==> src/rtl/dbg_link_pkg.sv <==
// Shared types for the single-wire debug bit transceiver.
// Assumes: nothing beyond standard SystemVerilog.
package dbg_link_pkg;

    // Direction of the current transfer as seen from the target.
    typedef enum logic {
        LINK_RX = 1'b0,
        LINK_TX = 1'b1
    } link_dir_t;

    // Events inside one bit window, produced by the bit timer.
    typedef struct packed {
        logic sample;   // receive sampling point reached
        logic finish;   // last cycle of the bit window
    } bit_evt_t;

endpackage

==> src/rtl/dbg_line_sync.sv <==
// Brings the asynchronous line level into the clock domain through two flops
// and flags a falling edge (previous sample high, current sample low).
// Assumes: the line idles high, so all stages reset to 1.
module dbg_line_sync (
    input  logic clk,
    input  logic rst_n,
    input  logic line_in,
    output logic line_s,
    output logic fall
);

    logic meta_q;
    logic sync_q;
    logic prev_q;

    // Synchronizer chain plus one-cycle history for edge detection.
    always_ff @(posedge clk) begin
        if (!rst_n) begin
            meta_q <= 1'b1;
            sync_q <= 1'b1;
            prev_q <= 1'b1;
        end else begin
            meta_q <= line_in;
            sync_q <= meta_q;
            prev_q <= sync_q;
        end
    end

    assign line_s = sync_q;
    assign fall   = prev_q & ~sync_q;

endmodule

==> src/rtl/dbg_bit_timer.sv <==
// Counts the age of the current bit window in target cycles. The cycle in which
// the edge is detected is age 0, and the counter shows age 1 on the next cycle.
// Assumes: a new edge always restarts the window, even inside an open one.
module dbg_bit_timer
    import dbg_link_pkg::*;
#(
    parameter int BIT_CYC   = 16,
    parameter int RX_SAMPLE = 10,
    localparam int AGE_W    = $clog2(BIT_CYC)
) (
    input  logic             clk,
    input  logic             rst_n,
    input  logic             fall,
    output logic             busy,
    output logic [AGE_W-1:0] age,
    output bit_evt_t         evt
);

    // Window age counter: start on an edge, stop after the last cycle.
    always_ff @(posedge clk) begin
        if (!rst_n) begin
            busy <= 1'b0;
            age  <= '0;
        end else if (fall) begin
            busy <= 1'b1;
            age  <= AGE_W'(1);
        end else if (busy) begin
            if (age == AGE_W'(BIT_CYC - 1)) begin
                busy <= 1'b0;
            end else begin
                age <= age + AGE_W'(1);
            end
        end
    end

    assign evt.sample = busy && (age == AGE_W'(RX_SAMPLE));
    assign evt.finish = busy && (age == AGE_W'(BIT_CYC - 1));

endmodule

==> src/rtl/dbg_link_watch.sv <==
// Link watchdog: counts cycles since the last detected edge while a transfer
// is under way and fires when the limit is reached.
// Assumes: mid_xfer is low between transfers, so an idle link never expires.
module dbg_link_watch #(
    parameter int TIMEOUT_CYC = 512,
    localparam int TO_W       = $clog2(TIMEOUT_CYC)
) (
    input  logic clk,
    input  logic rst_n,
    input  logic fall,
    input  logic mid_xfer,
    output logic fire,
    output logic timeout
);

    logic [TO_W-1:0] idle_q;

    assign fire = mid_xfer && !fall && (idle_q == TO_W'(TIMEOUT_CYC - 1));

    // Idle counter: cleared by an edge, by expiry or while no transfer is open.
    always_ff @(posedge clk) begin
        if (!rst_n || fall || fire || !mid_xfer) begin
            idle_q <= '0;
        end else begin
            idle_q <= idle_q + TO_W'(1);
        end
    end

    // Registered one-cycle timeout strobe.
    always_ff @(posedge clk) begin
        if (!rst_n) begin
            timeout <= 1'b0;
        end else begin
            timeout <= fire;
        end
    end

endmodule

==> src/rtl/dbg_bit_shifter.sv <==
// Shift register and bit counter for both directions, plus the pad drive
// pattern for transmit. Receive shifts at the sample point and transmit
// shifts at the end of the window. Data goes most significant bit first.
// Assumes: dir_tx and len_word are stable for a whole transfer.
module dbg_bit_shifter
    import dbg_link_pkg::*;
#(
    parameter int WORD_W      = 16,
    parameter int BIT_CYC     = 16,
    parameter int TX0_RELEASE = 13,
    parameter int TX1_PULSE   = 4,
    localparam int AGE_W      = $clog2(BIT_CYC),
    localparam int BC_W       = $clog2(WORD_W + 1),
    localparam int HALF_W     = WORD_W / 2
) (
    input  logic              clk,
    input  logic              rst_n,
    input  link_dir_t         dir,
    input  logic              len_word,
    input  logic              tx_load,
    input  logic [WORD_W-1:0] tx_data,
    input  logic              line_s,
    input  logic              busy,
    input  logic [AGE_W-1:0]  age,
    input  bit_evt_t          evt,
    input  logic              abort,
    output logic [WORD_W-1:0] rx_data,
    output logic              in_xfer,
    output logic              done,
    output logic              pull_low,
    output logic              push_high
);

    logic [WORD_W-1:0] sh_q;
    logic [BC_W-1:0]   bc_q;
    logic [BC_W-1:0]   last_bit;
    logic              step;
    logic              cur_bit;
    logic              tx_win;

    assign last_bit = len_word ? BC_W'(WORD_W - 1) : BC_W'(HALF_W - 1);
    assign step     = (dir == LINK_TX) ? evt.finish : evt.sample;
    assign cur_bit  = len_word ? sh_q[WORD_W-1] : sh_q[HALF_W-1];
    assign tx_win   = (dir == LINK_TX) && busy;
    assign in_xfer  = (bc_q != '0);

    // Shift and count: abort wins, then load, then a bit step.
    always_ff @(posedge clk) begin
        if (!rst_n) begin
            sh_q <= '0;
            bc_q <= '0;
            done <= 1'b0;
        end else begin
            done <= 1'b0;
            if (abort) begin
                sh_q <= '0;
                bc_q <= '0;
            end else if (tx_load) begin
                sh_q <= tx_data;
                bc_q <= '0;
            end else if (step) begin
                sh_q <= {sh_q[WORD_W-2:0], (dir == LINK_RX) ? line_s : 1'b0};
                if (bc_q == last_bit) begin
                    bc_q <= '0;
                    done <= 1'b1;
                end else begin
                    bc_q <= bc_q + BC_W'(1);
                end
            end
        end
    end

    // Received data, with the upper half masked for byte transfers.
    always_comb begin
        rx_data = sh_q;
        if (!len_word) begin
            rx_data[WORD_W-1:HALF_W] = '0;
        end
    end

    // Pad drive pattern for the bit being sent.
    always_comb begin
        pull_low  = tx_win && !cur_bit && (age < AGE_W'(TX0_RELEASE));
        push_high = tx_win && (cur_bit ? (age == AGE_W'(TX1_PULSE))
                                       : (age == AGE_W'(TX0_RELEASE)));
    end

endmodule

==> src/rtl/dbg_bit_link.sv <==
// Top of the single-wire debug bit transceiver. It joins the line
// synchronizer, the bit timer, the shifter and the link watchdog.
// Assumes: the pad is open-drain with a pull-up, and the host starts every
// bit with a falling edge at least BIT_CYC cycles after the previous one.
module dbg_bit_link
    import dbg_link_pkg::*;
#(
    parameter int WORD_W      = 16,
    parameter int BIT_CYC     = 16,
    parameter int RX_SAMPLE   = 10,
    parameter int TX0_RELEASE = 13,
    parameter int TX1_PULSE   = 4,
    parameter int TIMEOUT_CYC = 512,
    localparam int AGE_W      = $clog2(BIT_CYC)
) (
    input  logic              clk,
    input  logic              rst_n,
    input  logic              line_in,
    input  logic              dir_tx,
    input  logic              len_word,
    input  logic              tx_load,
    input  logic [WORD_W-1:0] tx_data,
    output logic [WORD_W-1:0] rx_data,
    output logic              xfer_done,
    output logic              link_timeout,
    output logic              pad_pull_low,
    output logic              pad_push_high
);

    logic             line_s;
    logic             fall;
    logic             busy;
    logic [AGE_W-1:0] age;
    bit_evt_t         evt;
    logic             in_xfer;
    logic             fire;
    link_dir_t        dir;

    assign dir = dir_tx ? LINK_TX : LINK_RX;

    dbg_line_sync u_sync (
        .clk    (clk),
        .rst_n  (rst_n),
        .line_in(line_in),
        .line_s (line_s),
        .fall   (fall)
    );

    dbg_bit_timer #(
        .BIT_CYC  (BIT_CYC),
        .RX_SAMPLE(RX_SAMPLE)
    ) u_timer (
        .clk  (clk),
        .rst_n(rst_n),
        .fall (fall),
        .busy (busy),
        .age  (age),
        .evt  (evt)
    );

    dbg_bit_shifter #(
        .WORD_W     (WORD_W),
        .BIT_CYC    (BIT_CYC),
        .TX0_RELEASE(TX0_RELEASE),
        .TX1_PULSE  (TX1_PULSE)
    ) u_shift (
        .clk      (clk),
        .rst_n    (rst_n),
        .dir      (dir),
        .len_word (len_word),
        .tx_load  (tx_load),
        .tx_data  (tx_data),
        .line_s   (line_s),
        .busy     (busy),
        .age      (age),
        .evt      (evt),
        .abort    (fire),
        .rx_data  (rx_data),
        .in_xfer  (in_xfer),
        .done     (xfer_done),
        .pull_low (pad_pull_low),
        .push_high(pad_push_high)
    );

    dbg_link_watch #(
        .TIMEOUT_CYC(TIMEOUT_CYC)
    ) u_watch (
        .clk     (clk),
        .rst_n   (rst_n),
        .fall    (fall),
        .mid_xfer(in_xfer || busy),
        .fire    (fire),
        .timeout (link_timeout)
    );

endmodule

==> config.mk <==
export PLATFORM = sky130hd
export DESIGN_NAME = dbg_bit_link
export DESIGN_NICKNAME = d
export VERILOG_FILES = /design/src/rtl/dbg_link_pkg.sv /design/src/rtl/dbg_line_sync.sv /design/src/rtl/dbg_bit_timer.sv /design/src/rtl/dbg_link_watch.sv /design/src/rtl/dbg_bit_shifter.sv /design/src/rtl/dbg_bit_link.sv
export SDC_FILE = /design/constraint.sdc
export NUM_CORES = 1
export LEC_CHECK = 0
export BUFFER_PORTS_ARGS = -buffer_cell sky130_fd_sc_hd__buf_2
export CORE_ASPECT_RATIO = 0.75
export CORE_MARGIN = 1.5
export CORE_UTILIZATION = 53
export DETAILED_ROUTE_END_ITERATION = 8
export PLACE_DENSITY_LB_ADDON = 0.15
export SLEW_MARGIN = 15
export SYNTH_ARGS = -nofsm -noshare
export SYNTH_HDL_FRONTEND = slang
export SYNTH_SLANG_ARGS = --single-unit
==> constraint.sdc <==
create_clock -name clk -period 2.2 [get_ports clk]
set_input_delay 0.66 -clock clk [delete_from_list [all_inputs] [get_ports clk]]
set_output_delay 0.66 -clock clk [all_outputs]
set_load 0.02 [all_outputs]
==> out/results.env <==
OUTCOME='completed'
SLOWEST_DELAY_PS=360
ROUTE.DETAILED.WL_PER_INST_UM=12.2
CRIT_REQUIRED_PS=1540
WORST_SETUP_HOLD_PATH_CLK_SLEW_PS=70
POWER-PER-CELL-AREA_nW_PER_UM2=660
SYNTH_CELL_TYPES=34
FINAL_SETUP_VIO_COUNT=0
DRT_DRC_VIOLATIONS_LEFT=0
LARGEST_DRIVER_FANOUT_ON_THE_CRITICAL_PATH=4
INITIAL_STANDARD_CELL_UTILIZATION_OF_THE_CORE_PCT=57.0
GRT_FIRST_PASS_WIRELENGTH_UM=6470
DRT_ITER0_DRC=79
FIN_SKEW_PS=3.20
SYNTH.YOSYS.SEQ_AREA_SHARE_PCT=41.3
FP_ROWS=18
PLACED_CELLS_INCL_TAPS=311
CTS_INSERTED_BUFFERS=5
CRITICALPATHCATEGORY='reg -> out'
VERTICAL_EXTENT_OF_THE_DIE_UM=55.4
DRT_PRE_ANTENNA_ITERS=4
IR_WORST_VDD_uV=443
MAX_SLEW.WORST_PIN.SLEW_PS=496
TIMING.FINAL.CRIT_SHARE_PCT=95.9
PLACE_CONGESTION=0.741
DRIVE_ABOVE_1_SHARE_PCT=23.0
GLOBAL_ROUTE.OVERFLOW_TOTAL=0
TOTAL_NUMBER_OF_VIAS=1654
FINISH.NET_COUNT=298
HOLD_VIOL_FINAL=0
IO_COUNT=42
MAX_TRANSITION_MARGIN_PCT=66.6
FP.DIEW_UM=72.8
POWER_FRAC_CLOCK_PCT=38.6
GRT_PASS1_VIAS=1436
CP.ARRIVAL_PS=1450
ANTENNA_VIOLATIONS_BEFORE_REPAIR=0
POWER.COMBINATIONAL.FRACTION_PCT=10.5
ROUTE.ANTENNA.REMAINING_NETS=0
WORSTSETUPSTARTPOINTTYPE='flop'
AREA_OF_THE_CORE_UM2=3400
FLOORPLAN.DIE_AREA_UM2=4030
POWER_REPORT.INTERNAL_TOTAL_mW=1.16
P_SW_uW=359
SYNTH_FP_NETS=262
GRT_USE_TOTAL_PCT=20.4
WORSTPATHBUFFERINVERTERCOUNT=2
CRIT_PATH_TOP_DELAY_CELL='dfxtp_2'
SYNTH_AREA_UM2=1940
CTS_ROOT_BUF='clkbuf_8'
CLOCK_TREE.HTREE_LEVEL_COUNT=2
WORSTSKEWPAIRLATENCY_PS=290
TRITONCTS_NUM_SINKS=40
WORST_HOLD_PATH_TYPE='reg -> reg'
PORT_BUFFERS=41
P_LEAK_nW=1.01
SYN_TO_FINAL_GROWTH_PCT=18.7
POST-PLACE-WS_PS=-1.63
MAX_CAP_VIOLS=0
LAYOUT.CELL_AREA.NON_FILLER_UM2=2300
ROUTED_WIRE_LENGTH_UM=3890
TIMING_MAX_TRANSITION_VIOLATIONS_FINAL=0
TIMING.FINAL.WS_SETUP_PS=89.8
GRT_MAX_DEGREE=39
SYNTH_SEQ_CELLS=40
FMAXACHIEVABLE_MHz=474
SYN_AVG_CELL_AREA_UM2=8.35
SYNTH.YOSYS.WARNINGS=0
PLACE.DETAILED.HPWL_UM=2610
N_ANTENNA_CELL=0
POST_SYNTH_INST_COUNT=232
DETAILED_PLACE.AREA_UM2=2170
PERIOD_NEEDED_PS=2110
CP_CELL_SEQUENCE='inv_1 > ha_1 > nor3b_2 > a31oi_1 > nor2_2 > buf_6'
VIAS_PER_CELL=5.18
INSTANCES_NO_FILL=319
SWITCHING_SHARE_PCT=23.7
CP_TOP_FAMILY='flip-flops'
CTS_BUFFER_DEPTH=2
CRITICAL_PATH.ENDPOINT_TYPE='output port'
SEQ_POWER_SHARE_PCT=50.9
TRITONCTS='built'
-- state kept, by name, indices dropped and copies added, names as in the netlist --
register and count:
u_shift.bc_q 5, u_timer.busy 1, u_sync.prev_q 1, u_shift.sh_q 16, u_watch.idle_q 9, u_sync.meta_q 1
u_watch.timeout 1, u_timer.age 4, u_sync.line_s 1, u_shift.done 1
-- power groups by stage --
stage                     combinational [mW]  clock, mW  sequential (mW)
after floorplan                        0.114          0            0.780
after CTS                              0.158      0.597            0.771
final                                  0.160      0.586            0.772
after detailed placement               0.157          0            0.787
after global routing                   0.177      0.632            0.776
after global placement                 0.155          0            0.788
-- per-stage QoR --
step | power (mW) | setup TNS [ps] | hold WS [ps] | util, %
CTS | 1.53 | 0 | 413 | 67.1
finish | 1.52 | 0 | 409 | 67.6
global placement | 0.942 | 0 | 388 | 63.9
floorplan | 0.895 | 0 | 386 | -
detailed placement | 0.944 | -1.63 | 394 | 63.9
global route | 1.58 | -7.13 | 421 | 67.6
-- repair_timing --
action	in CTS	in global routing
setup buffers	0	0
endpoints found under the hold margin	0	0
pin swaps	0	1
setup endpoints to repair	1	1
hold buffers	0	0
gates resized for setup	1	5
-- kinds of logic after synthesis --
kind of cell               synth area share [%]
DFF                                        41.3
adders and majority gates                  5.16
muxes                                     0.516
and+or+nand+nor                            20.5
xor gates and xnor gates                   4.97
buffers and inverters                      10.3
AOI/OAI and AO/OA                          17.3
-- placed cells by master (no fill, tap or decap), types with 6 or more instances in the layout --
master and n:
nor2_1 12, a21oi_1 16, a221oi_1 16, and2_1 8, buf_4 7, nand3_1 13, dfxtp_1 38, nand2_1 27
inv_1 24, xnor2_1 6, ha_1 8, buf_2 39
-- cell type report --
class                           instances  area (µm²)
Fill cell                             309        1100
Multi-Input combinational cell        148         946
Sequential cell                        40         803
Timing Repair Buffer                   49         290
Inverter                               24        90.1
Clock buffer                            6        72.6
Tap cell                               50        62.6
Clock inverter                          2        35.0
-- final timing paths --
path	from	to	cells after the start	slack (ps)
hold / removal	u_sync.meta_q	u_sync.line_s	1	410
setup reg to reg	u_timer.age[0]	u_shift.bc_q[4]	6	240
hold reg to reg	u_sync.meta_q	u_sync.line_s	1	410
setup / recovery	u_timer.age[0]	pad_push_high	6	90
-- layer usage --
layer | track usage, % | routed length (µm)
met5 | 0 | 0
met4 | 7.28 | 51
met3 | 4.93 | 157
met2 | 30.1 | 1760
met1 | 29.0 | 1920
-- cell usage after synthesis --
cell	instances	share of area, %
o2111a_1	1	0.58
ha_1	8	5.2
dfxtp_1	40	41
or3_1	1	0.32
a21oi_1	16	4.1
mux2i_1	1	0.52
clkbuf_1	11	2.1
and3_1	2	0.65
nor2b_1	1	0.32
nor2_1	13	2.5
inv_1	24	4.6
a21boi_0	3	1.2
nand2b_1	5	1.6
nand3_1	13	3.4
and3b_1	1	0.45
and2_1	8	2.6
o21ai_0	2	0.52
xnor2_1	6	2.7
nand2_1	27	5.2
a211oi_1	5	1.9
a21oi_2	1	0.45
nor3_1	1	0.26
nor4_1	2	0.65
and4_1	1	0.45
o21ai_1	1	0.26
a31oi_1	2	0.65
nand4_1	1	0.32
or4_1	1	0.39
or3b_4	1	0.58
a21o_1	1	0.39
buf_4	9	3.5
nor3b_1	2	0.77
a221oi_1	16	7.2
xor2_1	5	2.3
(Power assumes the default switching activity.)
